## config.mk

```make
export PLATFORM = sky130hd
export DESIGN_NAME = efc_route_unit
export DESIGN_NICKNAME = d
export VERILOG_FILES = /design/src/rtl/efc_pkg.sv /design/src/rtl/efc_route_unit.sv
export SDC_FILE = /design/constraint.sdc
export NUM_CORES = 1
export LEC_CHECK = 0
export CAP_MARGIN = 20
export CORE_AREA = 2 2 39 41
export DETAILED_ROUTE_END_ITERATION = 8
export DIE_AREA = 0 0 41 43
export GPL_TIMING_DRIVEN = 0
export PLACE_DENSITY = 0.4
export SLEW_MARGIN = 10
export SYNTH_ARGS = -nofsm -noshare
export SYNTH_HDL_FRONTEND = slang
export SYNTH_SLANG_ARGS = --single-unit
export TNS_END_PERCENT = 50
```

## constraint.sdc

```tcl
create_clock -name vclk -period 1.4
set_input_delay 0.35 -clock vclk [all_inputs]
set_output_delay 0.35 -clock vclk [all_outputs]
set_load 0.005 [all_outputs]
```

## src/rtl/efc_pkg.sv

```systemverilog
package efc_pkg;
  localparam int CW_MAX = 16;

  typedef enum logic [2:0] {
    DIR_LOCAL = 3'd0,
    DIR_NORTH = 3'd1,
    DIR_EAST  = 3'd2,
    DIR_SOUTH = 3'd3,
    DIR_WEST  = 3'd4
  } dir_e;

  typedef enum logic [1:0] {
    K_IDLE = 2'd0,
    K_PASS = 2'd1,
    K_ENQ  = 2'd2,
    K_DROP = 2'd3
  } kind_e;

  // dimension-ordered step: resolve the column first, then the row
  function automatic dir_e xy_step(input logic [CW_MAX-1:0] nx, input logic [CW_MAX-1:0] ny,
                                   input logic [CW_MAX-1:0] dx, input logic [CW_MAX-1:0] dy);
    if (dx > nx) return DIR_EAST;
    if (dx < nx) return DIR_WEST;
    if (dy > ny) return DIR_NORTH;
    if (dy < ny) return DIR_SOUTH;
    return DIR_LOCAL;
  endfunction

  // a hop along one axis only changes that axis; it helped when the
  // destination is not behind the current node along the travel direction
  function automatic logic hop_helped(input dir_e from,
                                      input logic [CW_MAX-1:0] nx, input logic [CW_MAX-1:0] ny,
                                      input logic [CW_MAX-1:0] dx, input logic [CW_MAX-1:0] dy);
    case (from)
      DIR_WEST:  return dx >= nx;
      DIR_EAST:  return dx <= nx;
      DIR_SOUTH: return dy >= ny;
      DIR_NORTH: return dy <= ny;
      default:   return 1'b1;
    endcase
  endfunction
endpackage

```

## src/rtl/efc_route_unit.sv

```systemverilog
module efc_route_unit
  import efc_pkg::*;
#(
  parameter int XW = 2,
  parameter int YW = 2
) (
  input  logic [XW-1:0] node_x,
  input  logic [YW-1:0] node_y,
  input  logic [XW-1:0] dst_x,
  input  logic [YW-1:0] dst_y,
  output dir_e          route_dir,
  output logic          at_home
);
  logic [CW_MAX-1:0] nx_w, ny_w, dx_w, dy_w;

  assign nx_w = CW_MAX'(node_x);
  assign ny_w = CW_MAX'(node_y);
  assign dx_w = CW_MAX'(dst_x);
  assign dy_w = CW_MAX'(dst_y);

  assign route_dir = xy_step(nx_w, ny_w, dx_w, dy_w);
  assign at_home   = (dst_x == node_x) && (dst_y == node_y);
endmodule

```

Word level (Yosys, flattened, before mapping)
Cells that the tools add are included.

cells by class
  equal/unequal tests = 2
  shift operators = 0
  order comparisons = 4
  multipliers = 0
  muxes and demuxes = 18
  add/subtract/negate cells = 0
  reduce and logical (&&, ||, !) cells = 1
  bitwise gates (word level) = 0
  divide/modulo/power cells = 0

operators by type and width
  kind                 number
  $mux W3              8
  $mux W1              10
  $eq A2 B2 Y1         2
  $gt A2 B2 Y1         2
  $lt A2 B2 Y1         2
  $logic_and A1 B1 Y1  1

word-level totals
  bits in writable memories = 0
  output and inout bits = 4
  latch bits = 0
  register bits after elaboration = 0
  memories = 0
  memory bits (read-only) = 0
  input bits = 8
  logic and storage cells = 25

Depth between registers and ports, before layout
Gate-level depths: netlist (run 1).

  depth after elaboration = 12
  gate-level depth with buffers = 5
  mapped depth without buffers = 5

Least setup slack after synthesis (run 1)
OpenSTA, ideal clock, no wires.

  path kind = input port to output port
  from = in node_x[1]
  to = out route_dir[1]
  setup slack = 106 ps
  stages = 4
  arrival time = 944 ps
  required time = 1,050 ps
  path buffers = 0
  cell sequence = inv_1 -> ha_1 -> a21oi_2 -> nor2_1

on the way
  longest elaborated chain between the ends = 8
  elaborated cells on any way between the ends = 12
  classes of those cells = 2 x order compare; 10 x mux

RTL lines
  what                RTL line              RTL
  start: declaration  efc_route_unit.sv:7   input logic [XW-1:0] node_x,
  $lt A2 B2 Y1        efc_pkg.sv:23         if (dx < nx) return DIR_WEST;
  $mux W3             efc_pkg.sv:23
  $mux W3             efc_pkg.sv:24         if (dy > ny) return DIR_NORTH;
  $mux W3             efc_pkg.sv:25         if (dy < ny) return DIR_SOUTH;
  $mux W3             efc_pkg.sv:26         return DIR_LOCAL;
  $mux W3             efc_pkg.sv:25
  $mux W3             efc_pkg.sv:24
  $mux W3 *           efc_pkg.sv:23
  end: declaration    efc_route_unit.sv:11  output dir_e route_dir,

Every way passes the cells marked *; elsewhere a longest branch is shown, timed or not. The select of a mux whose other input is x is not followed.

Worst setup path in the final report (run 1)
  from = in node_x[1]
  to = out route_dir[0]

The elaborated chain is that of the path after synthesis.

==> metrics.txt, run 1 <==
# TYPE chip_impl_metric gauge
chip_impl_info{name="crit_path_cell_trace",value="buf_6 > inv_4 > ha_4 > a21oi_4 > buf_6 > nor3_2 > buf_2"} 1
chip_impl_metric{name="grt_use_total",unit="%"} 4.80
chip_impl_metric{name="xor_and_xnor_area_share_after_synthesis",unit="%"} 0
chip_impl_metric{name="seqCellArea",unit="sq um"} 0
chip_impl_info{name="critPathSlowestCell",value="sky130_fd_sc_hd__ha_4"} 1
chip_impl_info{name="layout_commonest_cell",value="sky130_fd_sc_hd__buf_2"} 1
chip_impl_metric{name="layout_worst_path_cycle_share",unit="%"} 104
chip_impl_metric{name="numPlacedInstances",unit=""} 47
chip_impl_metric{name="post_dp_cell_area",unit="sq um"} 263
chip_impl_metric{name="worst-slew-pin-transition",unit="ns"} 0.115
chip_impl_metric{name="finalSetupViolCount",unit=""} 2
chip_impl_metric{name="post_route_cells_drive_above_1_share",unit="%"} 87.9
chip_impl_metric{name="place.detailed.hpwl",unit="um"} 257
chip_impl_metric{name="cp_num_buf_inv",unit=""} 4
chip_impl_metric{name="cp_data_required_time",unit="ns"} 1.05
chip_impl_info{name="worst_path_dominant_cell_family",value="buffers and inverters"} 1
chip_impl_info{name="run_status",value="finished with violations"} 1
chip_impl_metric{name="first_pass_iters",unit=""} 1
chip_impl_metric{name="post_synth_fa_ha_maj_area_fraction",unit="%"} 40.8
chip_impl_metric{name="dieWidth",unit="um"} 41
chip_impl_metric{name="instances_no_fill",unit=""} 49
chip_impl_metric{name="crit_cells",unit=""} 7
chip_impl_info{name="setup.worst_path.start_class",value="input port"} 1
chip_impl_metric{name="boundaryPins",unit=""} 12
chip_impl_metric{name="fin_area",unit="sq um"} 312
chip_impl_info{name="cpMostUsedCell",value="sky130_fd_sc_hd__buf_6"} 1
chip_impl_metric{name="area_of_the_mapped_netlist",unit="sq um"} 123
chip_impl_metric{name="initial_cell_density_of_the_core",unit="%"} 8.86
chip_impl_metric{name="placement.io_buffers",unit=""} 12
chip_impl_metric{name="area_delta_synth_final",unit="%"} 154
chip_impl_info{name="worst_setup_path_category",value="input port to primary output"} 1
chip_impl_metric{name="totalPowerFinal",unit="uW"} 111
chip_impl_metric{name="critical_path_arrival",unit="ns"} 1.10
chip_impl_metric{name="finalHoldViolCount",unit=""} 0
chip_impl_metric{name="detailedRoute.firstIterationViolations",unit=""} 0
chip_impl_info{name="grt_setup_unrepaired",value="yes"} 1
chip_impl_metric{name="synth-simple-area-share",unit="%"} 25.5
chip_impl_metric{name="design.final.nets",unit=""} 47
chip_impl_info{name="min_from",value="dst_x[1]"} 1
chip_impl_info{name="critPathLaunch",value="node_x[1]"} 1
chip_impl_metric{name="number_of_antenna_repair_diodes",unit=""} 0
chip_impl_metric{name="number_of_cells_produced_by_synthesis",unit=""} 19
chip_impl_metric{name="grt_pass1_vias",unit=""} 171
chip_impl_metric{name="die_area",unit="sq um"} 1760
chip_impl_metric{name="timing.critical_path.slowest_cell_delay",unit="ns"} 0.27
chip_impl_metric{name="overflow",unit=""} 0
chip_impl_metric{name="num_vias",unit=""} 174
chip_impl_metric{name="clkbuf_count",unit=""} 0
chip_impl_metric{name="hold_depth",unit=""} 5
chip_impl_info{name="synth_area_leaders",value="sky130_fd_sc_hd__ha_1 (41%), sky130_fd_sc_hd__inv_1 (18%), sky130_fd_sc_hd__a21oi_1 (8.2%)"} 1
chip_impl_metric{name="setup_ws",unit="ns"} -0.0527
chip_impl_metric{name="max-slew-margin-rel",unit="%"} 92.3
chip_impl_metric{name="pin_count_of_the_biggest_net_entering_global_routing",unit=""} 4
chip_impl_metric{name="timing_max_transition_violations_final",unit=""} 0
chip_impl_metric{name="coreArea",unit="sq um"} 1380
chip_impl_metric{name="synthesis.nets",unit=""} 31
chip_impl_metric{name="area_fraction_in_compound_gates_after_synthesis",unit="%"} 15.3
chip_impl_metric{name="finalWeightedCongestion",unit=""} 0.529
chip_impl_metric{name="seq_cell_count",unit=""} 0
chip_impl_metric{name="yosysTopAreaCellShare",unit="%"} 40.8
chip_impl_metric{name="timing.fmax",unit="MHz"} 688
chip_impl_metric{name="drt-vias-per-instance",unit=""} 3.55
chip_impl_metric{name="num_rows",unit=""} 14
chip_impl_info{name="layout_common_cells",value="sky130_fd_sc_hd__buf_2 (10), sky130_fd_sc_hd__inv_2 (4), sky130_fd_sc_hd__ha_4 (4)"} 1
chip_impl_metric{name="finalWorstPathRequiredPeriod",unit="ns"} 1.45
chip_impl_metric{name="ant_nets",unit=""} 0
chip_impl_metric{name="post_synth_num_cell_types",unit=""} 8
chip_impl_metric{name="number_of_remaining_drc_errors",unit=""} 0
chip_impl_metric{name="grt_first_pass_wirelength",unit="um"} 627
chip_impl_metric{name="drv.max_cap_violation_count",unit=""} 0
chip_impl_metric{name="initial_antenna_violation_count",unit=""} 0
chip_impl_metric{name="crit_path_max_fanout",unit=""} 2
chip_impl_info{name="synthDominantAreaCellType",value="sky130_fd_sc_hd__ha_1"} 1
chip_impl_info{name="worstSetupEndpointType",value="primary output"} 1
chip_impl_metric{name="synth-seq-area-share",unit="%"} 0
chip_impl_metric{name="syn_avg_cell_area",unit="sq um"} 6.45
chip_impl_metric{name="worst_ir_drop_vdd",unit="mV"} 0.0510
chip_impl_info{name="type_of_the_worst_min_delay_path",value="input port to primary output"} 1
chip_impl_metric{name="hold-worst-slack",unit="ns"} 1.16
chip_impl_metric{name="routed_wirelength",unit="um"} 394
chip_impl_metric{name="power.density_cell_area",unit="nW/um^2"} 358
chip_impl_metric{name="yosys_warnings",unit=""} 0
chip_impl_info{name="failed_checks",value="negative setup slack"} 1
chip_impl_info{name="dominant_combinational_cell_family_by_area_after_synthesis",value="adder cells"} 1
chip_impl_metric{name="cts-hold-fix-buffers",unit=""} 0
chip_impl_metric{name="leakagePower",unit="uW"} 0.000143
chip_impl_metric{name="multiplexer_share_of_the_synthesized_area",unit="%"} 0
chip_impl_metric{name="drt-wirelength-per-cell",unit="um"} 8.04
chip_impl_metric{name="die_height",unit="um"} 43
[metal layers]
layer | global-route usage (%) | up-vias | share of wire (%)
li1 | - | 87 | -
met1 | 4.43 | 81 | 33
met2 | 10.3 | 6 | 56
met3 | 0.524 | 0 | 10
met4 | 0 | 0 | 0
met5 | 0 | - | 0
[cells in the mapped netlist]
| cell | n |
|---|---|
| sky130_fd_sc_hd__nor3_2 | 1 |
| sky130_fd_sc_hd__a21oi_1 | 2 |
| sky130_fd_sc_hd__nand2b_1 | 1 |
| sky130_fd_sc_hd__a21oi_2 | 1 |
| sky130_fd_sc_hd__ha_1 | 4 |
| sky130_fd_sc_hd__nor2_1 | 2 |
| sky130_fd_sc_hd__nand2_1 | 2 |
| sky130_fd_sc_hd__inv_1 | 6 |
[final timing paths]
kind	slack [ns]	end
worst max-delay path	-0.05	route_dir[0]
worst min-delay path	1.16	route_dir[2]
[what timing repair did]
| action | 4_1_cts | 5_1_grt |
|---|---|---|
| setup buffers | 2 | 0 |
| cloned | 0 | 0 |
| pin swaps | 10 | 3 |
| endpoints found under the setup margin | 4 | 4 |
| resized for setup | 60 | 3 |
[stage by stage]
step | setup slack (ns) | util (%) | setup TNS (ns)
after floorplan | 0.106 | - | 0
after global placement | -0.874 | 19.0 | -3.40
after detailed placement | -0.870 | 19.0 | -3.38
after CTS | -0.0722 | 21.5 | -0.133
after global routing | -0.0925 | 22.5 | -0.202
final | -0.0527 | 22.5 | -0.0934
[final cells by class]
class,instances,area (sq um)
inverters,6,25.0
repair buffers,14,91.3
well taps,16,20.0
multi-input cells,13,175
fillers,169,1070
[power breakdown]
| group | switching (uW) | internal [uW] |
|---|---|---|
| Combinational | 48.7 | 62.7 |
| Clock | 0 | 0 |
| Sequential | 0 | 0 |
| Total | 48.7 | 62.7 |
[kinds of logic (layout without fill, tap and decap cells)]
group,count (synthesis),count (layout)
adder cells (fa/ha/maj),4,4
AO/OA/AOI/OAI,3,3
AND/OR/NAND/NOR,6,6
buffers and inverters,6,20
No activity file was read; power rests on OpenSTA's default activity.
==> inputs of run 2 (changes only) <==
==> constraint.sdc (replaced) <==
create_clock -name vclk -period 1.6
set_input_delay 0.4 -clock vclk [all_inputs]
set_output_delay 0.4 -clock vclk [all_outputs]
set_load 0.005 [all_outputs]
==> run 2 against run 1 <==
Compared with the run above: the run now ends clean; hold slack improved by 0.10 ns; sequential share of layout area unchanged; wire length decreased by 4.1%; setup slack improved by 0.10 ns; largest power group unchanged; highest routed layer unchanged.
==> metrics.txt, run 2 (synthesis gave the netlist of run 1 again) <==
# TYPE chip_impl_metric gauge
chip_impl_metric{name="cp_data_required_time",unit="ns"} 1.20
chip_impl_metric{name="finalWeightedCongestion",unit=""} 0.529
chip_impl_metric{name="num_vias",unit=""} 167
chip_impl_info{name="grt_setup_unrepaired",value="no"} 1
chip_impl_metric{name="finalSetupViolCount",unit=""} 0
chip_impl_metric{name="drt-vias-per-instance",unit=""} 3.48
chip_impl_metric{name="routed_wirelength",unit="um"} 378
chip_impl_metric{name="crit_path_max_fanout",unit=""} 2
chip_impl_info{name="layout_common_cells",value="sky130_fd_sc_hd__buf_2 (11), sky130_fd_sc_hd__inv_2 (5), sky130_fd_sc_hd__ha_4 (4)"} 1
chip_impl_metric{name="die_height",unit="um"} 43
chip_impl_info{name="layout_commonest_cell",value="sky130_fd_sc_hd__buf_2"} 1
chip_impl_info{name="min_from",value="dst_x[1]"} 1
chip_impl_metric{name="dieWidth",unit="um"} 41
chip_impl_metric{name="finalWorstPathRequiredPeriod",unit="ns"} 1.55
chip_impl_metric{name="placement.io_buffers",unit=""} 12
chip_impl_metric{name="pin_count_of_the_biggest_net_entering_global_routing",unit=""} 4
chip_impl_metric{name="fill_cells",unit=""} 167
chip_impl_metric{name="boundaryPins",unit=""} 12
chip_impl_metric{name="leakagePower",unit="uW"} 0.000134
chip_impl_metric{name="coreArea",unit="sq um"} 1380
chip_impl_metric{name="first_pass_iters",unit=""} 1
chip_impl_metric{name="design.final.nets",unit=""} 46
chip_impl_metric{name="initial_cell_density_of_the_core",unit="%"} 8.86
chip_impl_metric{name="layout_worst_path_cycle_share",unit="%"} 97.0
chip_impl_metric{name="setup-tns-final",unit="ns"} 0
chip_impl_metric{name="drt-wirelength-per-cell",unit="um"} 7.88
chip_impl_metric{name="detailedRoute.firstIterationViolations",unit=""} 0
chip_impl_metric{name="final_core_util",unit="%"} 20.6
chip_impl_info{name="setup.worst_path.start_class",value="input port"} 1
chip_impl_metric{name="ant_nets",unit=""} 0
chip_impl_metric{name="grt_first_pass_wirelength",unit="um"} 621
chip_impl_metric{name="worst-slew-pin-transition",unit="ns"} 0.135
chip_impl_metric{name="critical_path_arrival",unit="ns"} 1.15
chip_impl_metric{name="finalHoldViolCount",unit=""} 0
chip_impl_metric{name="multi_input_area",unit="sq um"} 175
chip_impl_metric{name="place.detailed.hpwl",unit="um"} 257
chip_impl_info{name="run_status",value="complete, no violations"} 1
chip_impl_metric{name="num_rows",unit=""} 14
chip_impl_metric{name="initial_antenna_violation_count",unit=""} 0
chip_impl_metric{name="clkbuf_count",unit=""} 0
chip_impl_metric{name="seqCellArea",unit="sq um"} 0
chip_impl_metric{name="grt_use_total",unit="%"} 4.70
chip_impl_info{name="worst_hold_path.endpoint",value="route_dir[1]"} 1
chip_impl_metric{name="number_of_antenna_repair_diodes",unit=""} 0
chip_impl_metric{name="timing.fmax",unit="MHz"} 644
chip_impl_metric{name="area_delta_synth_final",unit="%"} 133
chip_impl_metric{name="seq_cell_count",unit=""} 0
chip_impl_info{name="worst_setup_path_category",value="input port to primary output"} 1
chip_impl_metric{name="overflow",unit=""} 0
chip_impl_info{name="worstSetupEndpointType",value="primary output"} 1
chip_impl_metric{name="hold_depth",unit=""} 5
chip_impl_metric{name="grt_pass1_vias",unit=""} 163
chip_impl_metric{name="cts-hold-fix-buffers",unit=""} 0
chip_impl_metric{name="number_of_remaining_drc_errors",unit=""} 0
chip_impl_metric{name="die_area",unit="sq um"} 1760
chip_impl_info{name="type_of_the_worst_min_delay_path",value="input port to primary output"} 1
chip_impl_metric{name="worst_ir_drop_vdd",unit="mV"} 0.0441
chip_impl_metric{name="max-slew-margin-rel",unit="%"} 91.0
chip_impl_metric{name="drv.max_cap_violation_count",unit=""} 0
chip_impl_metric{name="power.density_cell_area",unit="nW/um^2"} 306
chip_impl_metric{name="post_route_cells_drive_above_1_share",unit="%"} 87.5
chip_impl_metric{name="timing_max_transition_violations_final",unit=""} 0
[run 2: cell types whose count changed in the layout (fill, tap and decap cells not counted)]
cell,before,now
sky130_fd_sc_hd__buf_6,3,0
sky130_fd_sc_hd__inv_2,4,5
sky130_fd_sc_hd__clkbuf_2,0,1
sky130_fd_sc_hd__inv_4,1,0
sky130_fd_sc_hd__buf_2,10,11
[run 2: worst max path at each step]
stage,start,cells after the start,slack (ns),to
after CTS,dst_x[0],8,0.001,route_dir[0]
after global placement,node_x[1],7,-0.77,route_dir[1]
after global routing,dst_y[0],7,0.0007,route_dir[0]
final,dst_y[0],7,0.05,route_dir[0]
after floorplan,node_x[1],4,0.21,route_dir[1]
after detailed placement,node_x[1],7,-0.77,route_dir[1]
[run 2: repair_timing]
item | in CTS | in global routing
resized for setup | 56 | 3
buffers inserted | 2 | 0
setup endpoints to repair | 4 | 2
pin swaps | 10 | 4
[run 2: power by group]
| group | internal (uW) | leakage (uW) | switching, uW |
|---|---|---|---|
| Combinational | 46.5 | 0.000134 | 40.8 |
| Sequential | 0 | 0 | 0 |
| Clock | 0 | 0 | 0 |
| Total | 46.5 | 0.000134 | 40.8 |
[run 2: worst max-delay path: stages]
cell                      delay, ns
sky130_fd_sc_hd__buf_2         0.10
sky130_fd_sc_hd__inv_2         0.06
sky130_fd_sc_hd__ha_4          0.20
sky130_fd_sc_hd__nand2_2       0.07
sky130_fd_sc_hd__a21oi_2       0.04
sky130_fd_sc_hd__nor3_2        0.15
sky130_fd_sc_hd__buf_2         0.13
[run 2: per-layer routing]
| metal | part of all wire (%) | track usage [%] |
|---|---|---|
| met1 | 34 | 4.75 |
| met3 | 11 | 0.524 |
| met5 | 0 | 0 |
| met2 | 55 | 9.69 |
| met4 | 0 | 0 |
[run 2: area by class of cell]
class / instances / area share [%]
timing repair buffer: 13 / 23.7
multi-input combinational: 13 / 61.4
tap: 16 / 7.02
inverter: 6 / 7.89
[run 2: metrics by stage]
| step | worst slack [ns] | std cells | cell area [sq um] | hold slack (ns) | power (uW) |
|---|---|---|---|---|---|
| floorplan | 0.206 | 19 | 123 | 0.979 | 29.6 |
| global placement | -0.774 | 47 | 263 | 1.89 | 72.2 |
| detailed placement | -0.770 | 47 | 263 | 1.89 | 71.7 |
| CTS | 0.00149 | 49 | 297 | 1.29 | 88.2 |
| global route | 0.000715 | 48 | 285 | 1.30 | 96.7 |
| finish | 0.0475 | 48 | 285 | 1.26 | 87.3 |
==> inputs of run 3 (changes only) <==
--- a/config.mk
+++ b/config.mk
@@ -11,7 +11,7 @@
 export DIE_AREA = 0 0 41 43
 export GPL_TIMING_DRIVEN = 0
 export PLACE_DENSITY = 0.4
-export SLEW_MARGIN = 10
+export SLEW_MARGIN = 15
 export SYNTH_ARGS = -nofsm -noshare
 export SYNTH_HDL_FRONTEND = slang
 export SYNTH_SLANG_ARGS = --single-unit
==> results of run 3 <==
The final DEF is identical to that of run 2; final timing and power are the same.
